### config.mk
export PLATFORM = sky130hd
export DESIGN_NAME = gpio_edge_ctrl
export DESIGN_NICKNAME = d
export VERILOG_FILES = /design/src/rtl/gpio_edge_pkg.sv /design/src/rtl/gpio_pin_sync.sv /design/src/rtl/gpio_edge_status.sv /design/src/rtl/gpio_regfile.sv /design/src/rtl/gpio_irq_split.sv /design/src/rtl/gpio_edge_ctrl.sv
export SDC_FILE = /design/constraint.sdc
export NUM_CORES = 1
export LEC_CHECK = 0
export BUFFER_PORTS_ARGS = -buffer_cell sky130_fd_sc_hd__buf_2
export CAP_MARGIN = 5
export CORE_ASPECT_RATIO = 1.1
export CORE_MARGIN = 1
export CORE_UTILIZATION = 30
export DETAILED_ROUTE_END_ITERATION = 8
export PLACE_DENSITY_LB_ADDON = 0.12
export SLEW_MARGIN = 25
export SYNTH_ARGS = -nofsm -noshare
export SYNTH_HDL_FRONTEND = slang
export SYNTH_SLANG_ARGS = --single-unit
### constraint.sdc
create_clock -name clk -period 2.4 [get_ports clk]
set_input_delay 0.24 -clock clk [delete_from_list [all_inputs] [get_ports clk]]
set_output_delay 0.24 -clock clk [all_outputs]
set_load 0.01 [all_outputs]
### src/rtl/gpio_edge_pkg.sv
// Shared definitions for the edge-sensing GPIO controller.
// Assumes a 32-bit register bus whose word index sits in address bits 4..2.
package gpio_edge_pkg;

    // Register selector decoded from the word index of the byte address.
    typedef enum logic [2:0] {
        SEL_LEVEL = 3'd0,   // 0x00 synchronized pin level, read only
        SEL_DIR   = 3'd1,   // 0x04 direction, 1 = output
        SEL_SET   = 3'd2,   // 0x08 write ones to drive latch high
        SEL_CLR   = 3'd3,   // 0x0C write ones to drive latch low
        SEL_RISE  = 3'd4,   // 0x10 rising-edge enable
        SEL_FALL  = 3'd5,   // 0x14 falling-edge enable
        SEL_STAT  = 3'd6,   // 0x18 sticky edge status, write one to clear
        SEL_ALT   = 3'd7    // 0x1C alternate-function select
    } reg_sel_e;

    localparam int SEL_W   = 3;
    localparam int SEL_LSB = 2;

endpackage

### src/rtl/gpio_pin_sync.sv
// Two-flop synchronizer, one chain per pin.
// Assumes the pin inputs are asynchronous and that the second stage is
// the only one that downstream logic reads.
module gpio_pin_sync #(
    parameter int W = 28
) (
    input  logic         clk,
    input  logic         rst_n,
    input  logic [W-1:0] raw_in,
    output logic [W-1:0] sync_out
);

    genvar g;
    generate
        for (g = 0; g < W; g++) begin : g_chain
            logic meta_q;
            logic stable_q;

            // Carry one pin through two flops into the clock domain.
            always_ff @(posedge clk) begin
                if (!rst_n) begin
                    meta_q   <= 1'b0;
                    stable_q <= 1'b0;
                end else begin
                    meta_q   <= raw_in[g];
                    stable_q <= meta_q;
                end
            end

            assign sync_out[g] = stable_q;
        end
    endgenerate

endmodule

### src/rtl/gpio_edge_status.sv
// Edge detector and sticky status register.
// It compares the synchronized level with its previous value and, for each
// pin, qualifies the transition with that pin's rising and falling enables.
// A qualified edge sets the status bit, and clr_mask clears bits. When both
// act on the same bit in the same cycle, the edge takes precedence.
// Assumes level_in is already synchronous to clk.
module gpio_edge_status #(
    parameter int W = 28
) (
    input  logic         clk,
    input  logic         rst_n,
    input  logic [W-1:0] level_in,
    input  logic [W-1:0] rise_en,
    input  logic [W-1:0] fall_en,
    input  logic [W-1:0] clr_mask,
    output logic [W-1:0] status
);

    logic [W-1:0] level_prev;
    logic [W-1:0] rise_seen;
    logic [W-1:0] fall_seen;
    logic [W-1:0] edge_evt;

    // Classify the transition of each pin and apply the per-pin enables.
    always_comb begin
        rise_seen = level_in & ~level_prev;
        fall_seen = ~level_in & level_prev;
        edge_evt  = (rise_seen & rise_en) | (fall_seen & fall_en);
    end

    // Remember the level and update the status: clear first, then set.
    always_ff @(posedge clk) begin
        if (!rst_n) begin
            level_prev <= '0;
            status     <= '0;
        end else begin
            level_prev <= level_in;
            status     <= (status & ~clr_mask) | edge_evt;
        end
    end

    AST_EDGE_CAPTURED: assert property (@(posedge clk) disable iff (!rst_n)
        (|edge_evt) |=> ((status & $past(edge_evt)) == $past(edge_evt)));

    AST_STATUS_STICKY: assert property (@(posedge clk) disable iff (!rst_n)
        (clr_mask == '0) |=> ((status & $past(status)) == $past(status)));

endmodule

### src/rtl/gpio_regfile.sv
// Register file and bus decoder.
// It holds the direction, output latch, edge enables and alternate-function
// registers, generates the status clear mask from writes to the status
// offset, and multiplexes read data. The set and clear offsets change only
// the latch and read back zero.
// Assumes one bus access per cycle and a combinational read.
module gpio_regfile
    import gpio_edge_pkg::*;
#(
    parameter int W      = 28,
    parameter int DATA_W = 32,
    parameter int ADDR_W = 5
) (
    input  logic              clk,
    input  logic              rst_n,
    input  logic [ADDR_W-1:0] bus_addr,
    input  logic              bus_we,
    input  logic [DATA_W-1:0] bus_wdata,
    output logic [DATA_W-1:0] bus_rdata,
    input  logic [W-1:0]      level_in,
    input  logic [W-1:0]      status_in,
    output logic [W-1:0]      dir_q,
    output logic [W-1:0]      latch_q,
    output logic [W-1:0]      rise_q,
    output logic [W-1:0]      fall_q,
    output logic [W-1:0]      alt_q,
    output logic [W-1:0]      clr_mask
);

    localparam int PAD_W = DATA_W - W;

    reg_sel_e     sel;
    logic [W-1:0] wbits;
    logic [W-1:0] rd_val;
    logic         unused_bus_bits;

    // Decode the register selector and the pin-sized slice of write data.
    always_comb begin
        sel   = reg_sel_e'(bus_addr[SEL_LSB +: SEL_W]);
        wbits = bus_wdata[W-1:0];
    end

    assign unused_bus_bits = ^{bus_addr[SEL_LSB-1:0], bus_wdata[DATA_W-1:W]};

    // Write-one-to-clear mask presented to the status register.
    always_comb begin
        clr_mask = (bus_we && sel == SEL_STAT) ? wbits : '0;
    end

    // Update the writable registers and the output latch.
    always_ff @(posedge clk) begin
        if (!rst_n) begin
            dir_q   <= '0;
            latch_q <= '0;
            rise_q  <= '0;
            fall_q  <= '0;
            alt_q   <= '0;
        end else if (bus_we) begin
            case (sel)
                SEL_DIR:  dir_q   <= wbits;
                SEL_SET:  latch_q <= latch_q | wbits;
                SEL_CLR:  latch_q <= latch_q & ~wbits;
                SEL_RISE: rise_q  <= wbits;
                SEL_FALL: fall_q  <= wbits;
                SEL_ALT:  alt_q   <= wbits;
                default:  ;
            endcase
        end
    end

    // Select read data; the set and clear offsets have no readable state.
    always_comb begin
        case (sel)
            SEL_LEVEL: rd_val = level_in;
            SEL_DIR:   rd_val = dir_q;
            SEL_RISE:  rd_val = rise_q;
            SEL_FALL:  rd_val = fall_q;
            SEL_STAT:  rd_val = status_in;
            SEL_ALT:   rd_val = alt_q;
            default:   rd_val = '0;
        endcase
        bus_rdata = {{PAD_W{1'b0}}, rd_val};
    end

    AST_SET_DRIVES_HIGH: assert property (@(posedge clk) disable iff (!rst_n)
        (bus_we && sel == SEL_SET) |=>
        ((latch_q & $past(wbits)) == $past(wbits)));

    AST_CLR_DRIVES_LOW: assert property (@(posedge clk) disable iff (!rst_n)
        (bus_we && sel == SEL_CLR) |=> ((latch_q & $past(wbits)) == '0));

    AST_DIR_KEEPS_LATCH: assert property (@(posedge clk) disable iff (!rst_n)
        (bus_we && sel == SEL_DIR) |=> $stable(latch_q));

endmodule

### src/rtl/gpio_irq_split.sv
// Interrupt fan-out.
// The low pins each get a line of their own, and the remaining pins are
// OR-reduced onto one shared line.
// Assumes N_DIRECT is at least 1 and below W.
module gpio_irq_split #(
    parameter int W        = 28,
    parameter int N_DIRECT = 11
) (
    input  logic [W-1:0]        status,
    output logic [N_DIRECT-1:0] irq_direct,
    output logic                irq_shared
);

    genvar g;
    generate
        for (g = 0; g < N_DIRECT; g++) begin : g_direct
            assign irq_direct[g] = status[g];
        end
    endgenerate

    // Combine the upper pins into the shared interrupt.
    always_comb begin
        irq_shared = |status[W-1:N_DIRECT];
    end

endmodule

### src/rtl/gpio_edge_ctrl.sv
// Top level of the edge-sensing GPIO controller.
// It connects the synchronizer, edge and status logic, register file and
// interrupt fan-out, and exposes pad controls as plain vectors.
// Assumes synchronous active-low reset and one bus access per cycle.
module gpio_edge_ctrl #(
    parameter int N_PINS   = 28,
    parameter int N_DIRECT = 11,
    parameter int DATA_W   = 32,
    parameter int ADDR_W   = 5
) (
    input  logic                clk,
    input  logic                rst_n,
    input  logic [ADDR_W-1:0]   bus_addr,
    input  logic                bus_we,
    input  logic [DATA_W-1:0]   bus_wdata,
    output logic [DATA_W-1:0]   bus_rdata,
    input  logic [N_PINS-1:0]   pin_in,
    output logic [N_PINS-1:0]   pin_oe,
    output logic [N_PINS-1:0]   pin_out,
    output logic [N_PINS-1:0]   alt_sel,
    output logic [N_DIRECT-1:0] irq_direct,
    output logic                irq_shared
);

    logic [N_PINS-1:0] level_s;
    logic [N_PINS-1:0] status_s;
    logic [N_PINS-1:0] rise_s;
    logic [N_PINS-1:0] fall_s;
    logic [N_PINS-1:0] clr_s;

    gpio_pin_sync #(.W(N_PINS)) sync_i (
        .clk      (clk),
        .rst_n    (rst_n),
        .raw_in   (pin_in),
        .sync_out (level_s)
    );

    gpio_regfile #(.W(N_PINS), .DATA_W(DATA_W), .ADDR_W(ADDR_W)) regs_i (
        .clk       (clk),
        .rst_n     (rst_n),
        .bus_addr  (bus_addr),
        .bus_we    (bus_we),
        .bus_wdata (bus_wdata),
        .bus_rdata (bus_rdata),
        .level_in  (level_s),
        .status_in (status_s),
        .dir_q     (pin_oe),
        .latch_q   (pin_out),
        .rise_q    (rise_s),
        .fall_q    (fall_s),
        .alt_q     (alt_sel),
        .clr_mask  (clr_s)
    );

    gpio_edge_status #(.W(N_PINS)) stat_i (
        .clk      (clk),
        .rst_n    (rst_n),
        .level_in (level_s),
        .rise_en  (rise_s),
        .fall_en  (fall_s),
        .clr_mask (clr_s),
        .status   (status_s)
    );

    gpio_irq_split #(.W(N_PINS), .N_DIRECT(N_DIRECT)) irq_i (
        .status     (status_s),
        .irq_direct (irq_direct),
        .irq_shared (irq_shared)
    );

    AST_QUIET_AFTER_RESET: assert property (@(posedge clk) disable iff (!rst_n)
        $rose(rst_n) |-> (!irq_shared && irq_direct == '0));

endmodule

* Yosys cells after proc, flatten, opt, wreduce, memory -nomap -nowiden
Cells that the tools add are included.
** Operators by class
- Equality and inequality tests :: 7
- Shift operators :: 0
- Div/mod/pow operators :: 0
- $mul :: 0
- Multiplexer cells :: 3
- Reductions and logical operators :: 9
- $add $sub $neg :: 0
- Bitwise logic cells :: 13
- Order comparisons :: 0
** Operators by type and width (number)
- $and A28 B28 Y28 :: 6
- $pmux W28 S6 :: 1
- $not A28 Y28 :: 4
- $or A28 B28 Y28 :: 3
- $pmux W28 S2 :: 1
- $mux W28 :: 1
- $reduce_or A17 Y1 :: 1
- $eq A3 B3 Y1 const B :: 4
- $reduce_and A2 Y1 :: 5
- $eq A3 B2 Y1 const B :: 2
- $eq A3 B1 Y1 const B :: 1
- $logic_not A3 Y1 :: 1
- $reduce_bool A2 Y1 :: 1
- $logic_and A1 B1 Y1 :: 1
** Storage, ports and cells
- Memory bits (writable) :: 0
- Register bits after elaboration :: 252
- Bits of input ports :: 68
- Bits in read-only memories :: 0
- Output and inout port bits :: 128
- Word-level logic and storage cells :: 95
- Latch bits :: 0
- Memories :: 0

* Depth between registers and ports, before layout
- Depth after elaboration :: 6
- Mapped depth :: 6
- Gate-level depth less buffers :: 3

* Modules after synthesis
Synthesis repeated with hierarchy kept, for this count alone.
** Second synthesis, totals
- Cells, all modules :: 1193
- Area total of the unflattened synthesis :: 11100.6 um^2
** Modules (own cells, without submodules)
- gpio_regfile :: area an instance 7000.5 um^2, instances 1, sequential area each 2802.7 um^2, cells an instance 822
- gpio_edge_status :: area an instance 2238.4 um^2, instances 1, sequential area each 1121.1 um^2, cells an instance 208
- gpio_pin_sync :: area an instance 1742.9 um^2, instances 1, sequential area each 1121.1 um^2, cells an instance 146
- gpio_irq_split :: area an instance 118.9 um^2, instances 1, sequential area each 0.0 um^2, cells an instance 17

* Least setup slack after synthesis
Ideal clock, no wire load.
- Kind :: in2out
- Start :: in bus_addr[4]
- End :: out bus_rdata[19]
- Buffers on the path :: 2
- Stages :: 5
- Slack :: 1037 ps
- Data required time :: 2160 ps
- Arrival time :: 1123 ps
- Cells stage by stage :: buf_6 > buf_6 > mux2_2 > a221oi_2 > a31oi_1
** On the way
- Cells in the longest elaborated chain, start to end :: 2
- Elaborated cells between the ends (all ways) :: 7
- Those cells by class :: eq/ne: 5; mux: 1; reduce/logical: 1
** RTL lines
- from (decl) :: line gpio_edge_ctrl.sv:13 : input logic [ADDR_W-1:0] bus_addr,
- $eq A3 B3 Y1, or another cell as far along :: line gpio_regfile.sv:73 : case (sel)
- $pmux W28 S6 (*) :: line gpio_regfile.sv:73
- to (decl) :: line gpio_edge_ctrl.sv:16 : output logic [DATA_W-1:0] bus_rdata,
Mark *: on every way between the ends. The rest lies on a longest branch, timed or not.

* Worst setup path in the final report
- Start :: reg stat_i.status[23]
- End :: out irq_shared
** On the way
- Cells in the longest elaborated chain, start to end :: 1
** RTL lines
- from (decl) :: line gpio_edge_status.sv:16 : output logic [W-1:0] status
- from (signal assigned) :: line gpio_edge_status.sv:38 : status <= (status & ~clr_mask) | edge_evt;
- $reduce_or A17 Y1 :: line gpio_irq_split.sv:23 : irq_shared = |status[W-1:N_DIRECT];
- to (decl) :: line gpio_edge_ctrl.sv:22 : output logic irq_shared
Every way passes these cells.

==> results.txt <==
DR WL/cell - 18.1 um
synth warn - 0
Synth top area share - 46.9%
startpoint types - register
CP required - 2.16 ns
CP max stage delay - 0.49 ns
Avg Inst Size Synth - 9.20 sq um
I/O Buffers - 185
status - finished clean
clock buffer depth - 3
largest area contributor in the netlist - dfxtp_1
first-pass GRT wire length - 51.3 mm
Finished Cell Area - 13500 sq um
Peak VDD IR - 454 uV
Die W - 183 um
CTS Sinks - 252
Post-DRT Antenna Nets - 0
number of synthesized flops with an enable pin - 0
Max Cap Viol - 0
commonest cells after routing, fill and taps aside - nand2_1 (336), dfxtp_1 (249), buf_2 (182)
worst setup margin - 0.0683 ns
GR Overflow Total - 0
Synth area leaders - dfxtp_1 (47%), nand2_1 (12%), a21boi_1 (6.1%), mux2i_1 (5.1%), and2_1 (4.9%)
final net count - 1448
Max Freq - 0.429 GHz
crit end category - output pin
H-tree Lvls - 1
post-synthesis sequential area ratio - 46.9%
commonest non-fill, non-tap cell in the layout - nand2_1
final hold violation count - 0
antenna violations before repair - 0
clock network power share - 45.9%
CTS buffer count - 28
sequential power share - 46.2%
GP Congestion - 0.755
CTS tree - done
Setup TNS - 0 ns
largest net degree at the start of global routing - 148
Filler cells - 3614
critical path type - register to output pin
Netlist cell types - 47
Gate power share - 7.9%
Clock Skew - 0.0113 ns
Residual DRC - 0
vias in the first global route - 8458
Syn Inst Count - 1170
routed wire length - 34.1 mm
Switching Fraction - 24.0%
DP HPWL - 22.4 mm
Netlist Area Pre-Place - 10800 sq um
LEAKAGE - 5.60 nW
RSZ-0062 raised after global routing - yes
clk_lat worst skew - 0.55 ns
Synth-to-Final Area Change - 25.2%
CP top delay family - simple AND/OR/NAND/NOR gates
switching power - 2.27 mW
mean number of vias per cell - 4.67
share of cells above drive strength 1 - 23.7%
min-delay worst type - primary input to register
slew margin rel. - 47.0%
dominant synthesized flop cell - dfxtp_1
Die H - 201 um
CP Buf/Inv Count - 1
Ports - 196
register bit total from synthesis - 252
total design power - 9.45 mW
DP Worst Slack - 0.344 ns
die area - 36600 sq um
row count - 72
Critical Path AT - 2.09 ns
CTS clk-pin slew, worst paths - 0.06 ns
Total GRT Usage - 18.3%
Antenna diodes - 0
final count of negative-setup-slack endpoints - 0
drt first pass iters - 5
Root Driver - clkbuf_16
crit-path cells - nor4_4 -> nand4_1 -> or4_4 -> buf_6
Slowest cell on crit path - or4_4
Period minus WS final - 2.33 ns
pwr dens - 701 nW/um^2
crit path max fanout - 3
drt initial violations - 443
ys async rst share - 0%
initial core utilization - 30.6%
routed vias - 8793
internal power - 7.18 mW
max-slew violations - 0
crit share post-route - 97.2%
slew at the pin closest to its max-slew limit - 0.795 ns
dpl cell area - 12000 sq um
core area - 35200 sq um
-- power by group through the flow --
stage / Clock, mW / Combinational, mW / Sequential (mW)
floorplan: 0 / 0.395 / 4.45
global placement: 0 / 0.690 / 4.45
detailed placement: 0 / 0.693 / 4.45
CTS: 4.48 / 0.757 / 4.36
global route: 4.64 / 0.810 / 4.37
finish: 4.34 / 0.748 / 4.36
-- final timing paths --
kind / startpoint / end / slack [ns] / cells past startpoint
setup / recovery: stat_i.status[23] / irq_shared / 0.07 / 4
hold / removal: bus_wdata[6] / regs_i.fall_q[6] / 0.02 / 3
hold reg to reg: sync_i.g_chain[23].meta_q / sync_i.g_chain[23].stable_q / 0.42 / 1
setup reg to reg: sync_i.g_chain[2].stable_q / stat_i.status[2] / 1.50 / 3
-- area by class of cell --
| cell class | instances | area, sq um | share of cell area (%) |
|---|---|---|---|
| inverter | 2 | 7.51 | 0.0557 |
| tap | 481 | 602 | 4.47 |
| clock inverter | 14 | 124 | 0.919 |
| timing repair buffer | 272 | 1780 | 13.2 |
| multi-input combinational | 824 | 5100 | 37.9 |
| sequential | 252 | 5050 | 37.5 |
| clock buffer | 37 | 806 | 5.98 |
-- Yosys cell counts (3+ instances only) --
| cell | count |
|---|---|
| o21a_1 | 28 |
| nand3_1 | 5 |
| o22ai_1 | 4 |
| a32oi_1 | 9 |
| o221ai_1 | 11 |
| buf_2 | 19 |
| a21oi_1 | 5 |
| o21ai_0 | 29 |
| clkbuf_1 | 26 |
| nand3b_1 | 28 |
| a22oi_1 | 13 |
| o211ai_1 | 3 |
| buf_4 | 21 |
| nand2_1 | 336 |
| buf_6 | 23 |
| mux2_2 | 41 |
| o21ai_1 | 3 |
| a21boi_0 | 52 |
| dfxtp_1 | 252 |
| mux2i_1 | 55 |
| a21boi_1 | 88 |
| and2_1 | 85 |
| nor4_1 | 3 |
-- stage by stage --
step / instances / utilization, % / hold slack, ns
2_1_floorplan: 1173 / - / 0.367
3_3_place_gp: 1782 / 34.1 / 0.419
3_5_place_dp: 1782 / 34.1 / 0.421
4_1_cts: 1882 / 38.2 / 0.00169
5_1_grt: 1882 / 38.2 / 0.0177
6_report: 1882 / 38.2 / 0.0225
-- worst reg2reg max path, cell delays in order (launching register included) --
cell and delay (ns):
dfxtp_1 0.40, nand3b_1 0.13, o21ai_0 0.09, o21a_1 0.19
-- per-layer routing --
layer / track usage, % / wire length [um] / up-vias
li1: - / - / 4355
met1: 25.1 / 16000 / 4172
met2: 30.3 / 15900 / 225
met3: 2.39 / 1590 / 41
met4: 4.11 / 602 / 0
met5: 0 / 0 / -
-- timing repair --
action / CTS / global route
gates cloned: 0 / 0
setup buffers: 0 / 0
hold endpoints to repair: 99 / 0
pin swaps: 1 / 2
hold buffers: 49 / 0
setup endpoints to repair: 1 / 1
resized for setup: 3 / 7
-- logic make-up after synthesis --
| logic type | synth area share (%) |
|---|---|
| and+or+nand+nor | 20.7 |
| DFF | 46.9 |
| AOI/OAI and AO/OA | 16.7 |
| buffers and inverters | 6.31 |
| muxes | 9.41 |
| other | 0.0348 |
Power figures use the tool's default switching activity.
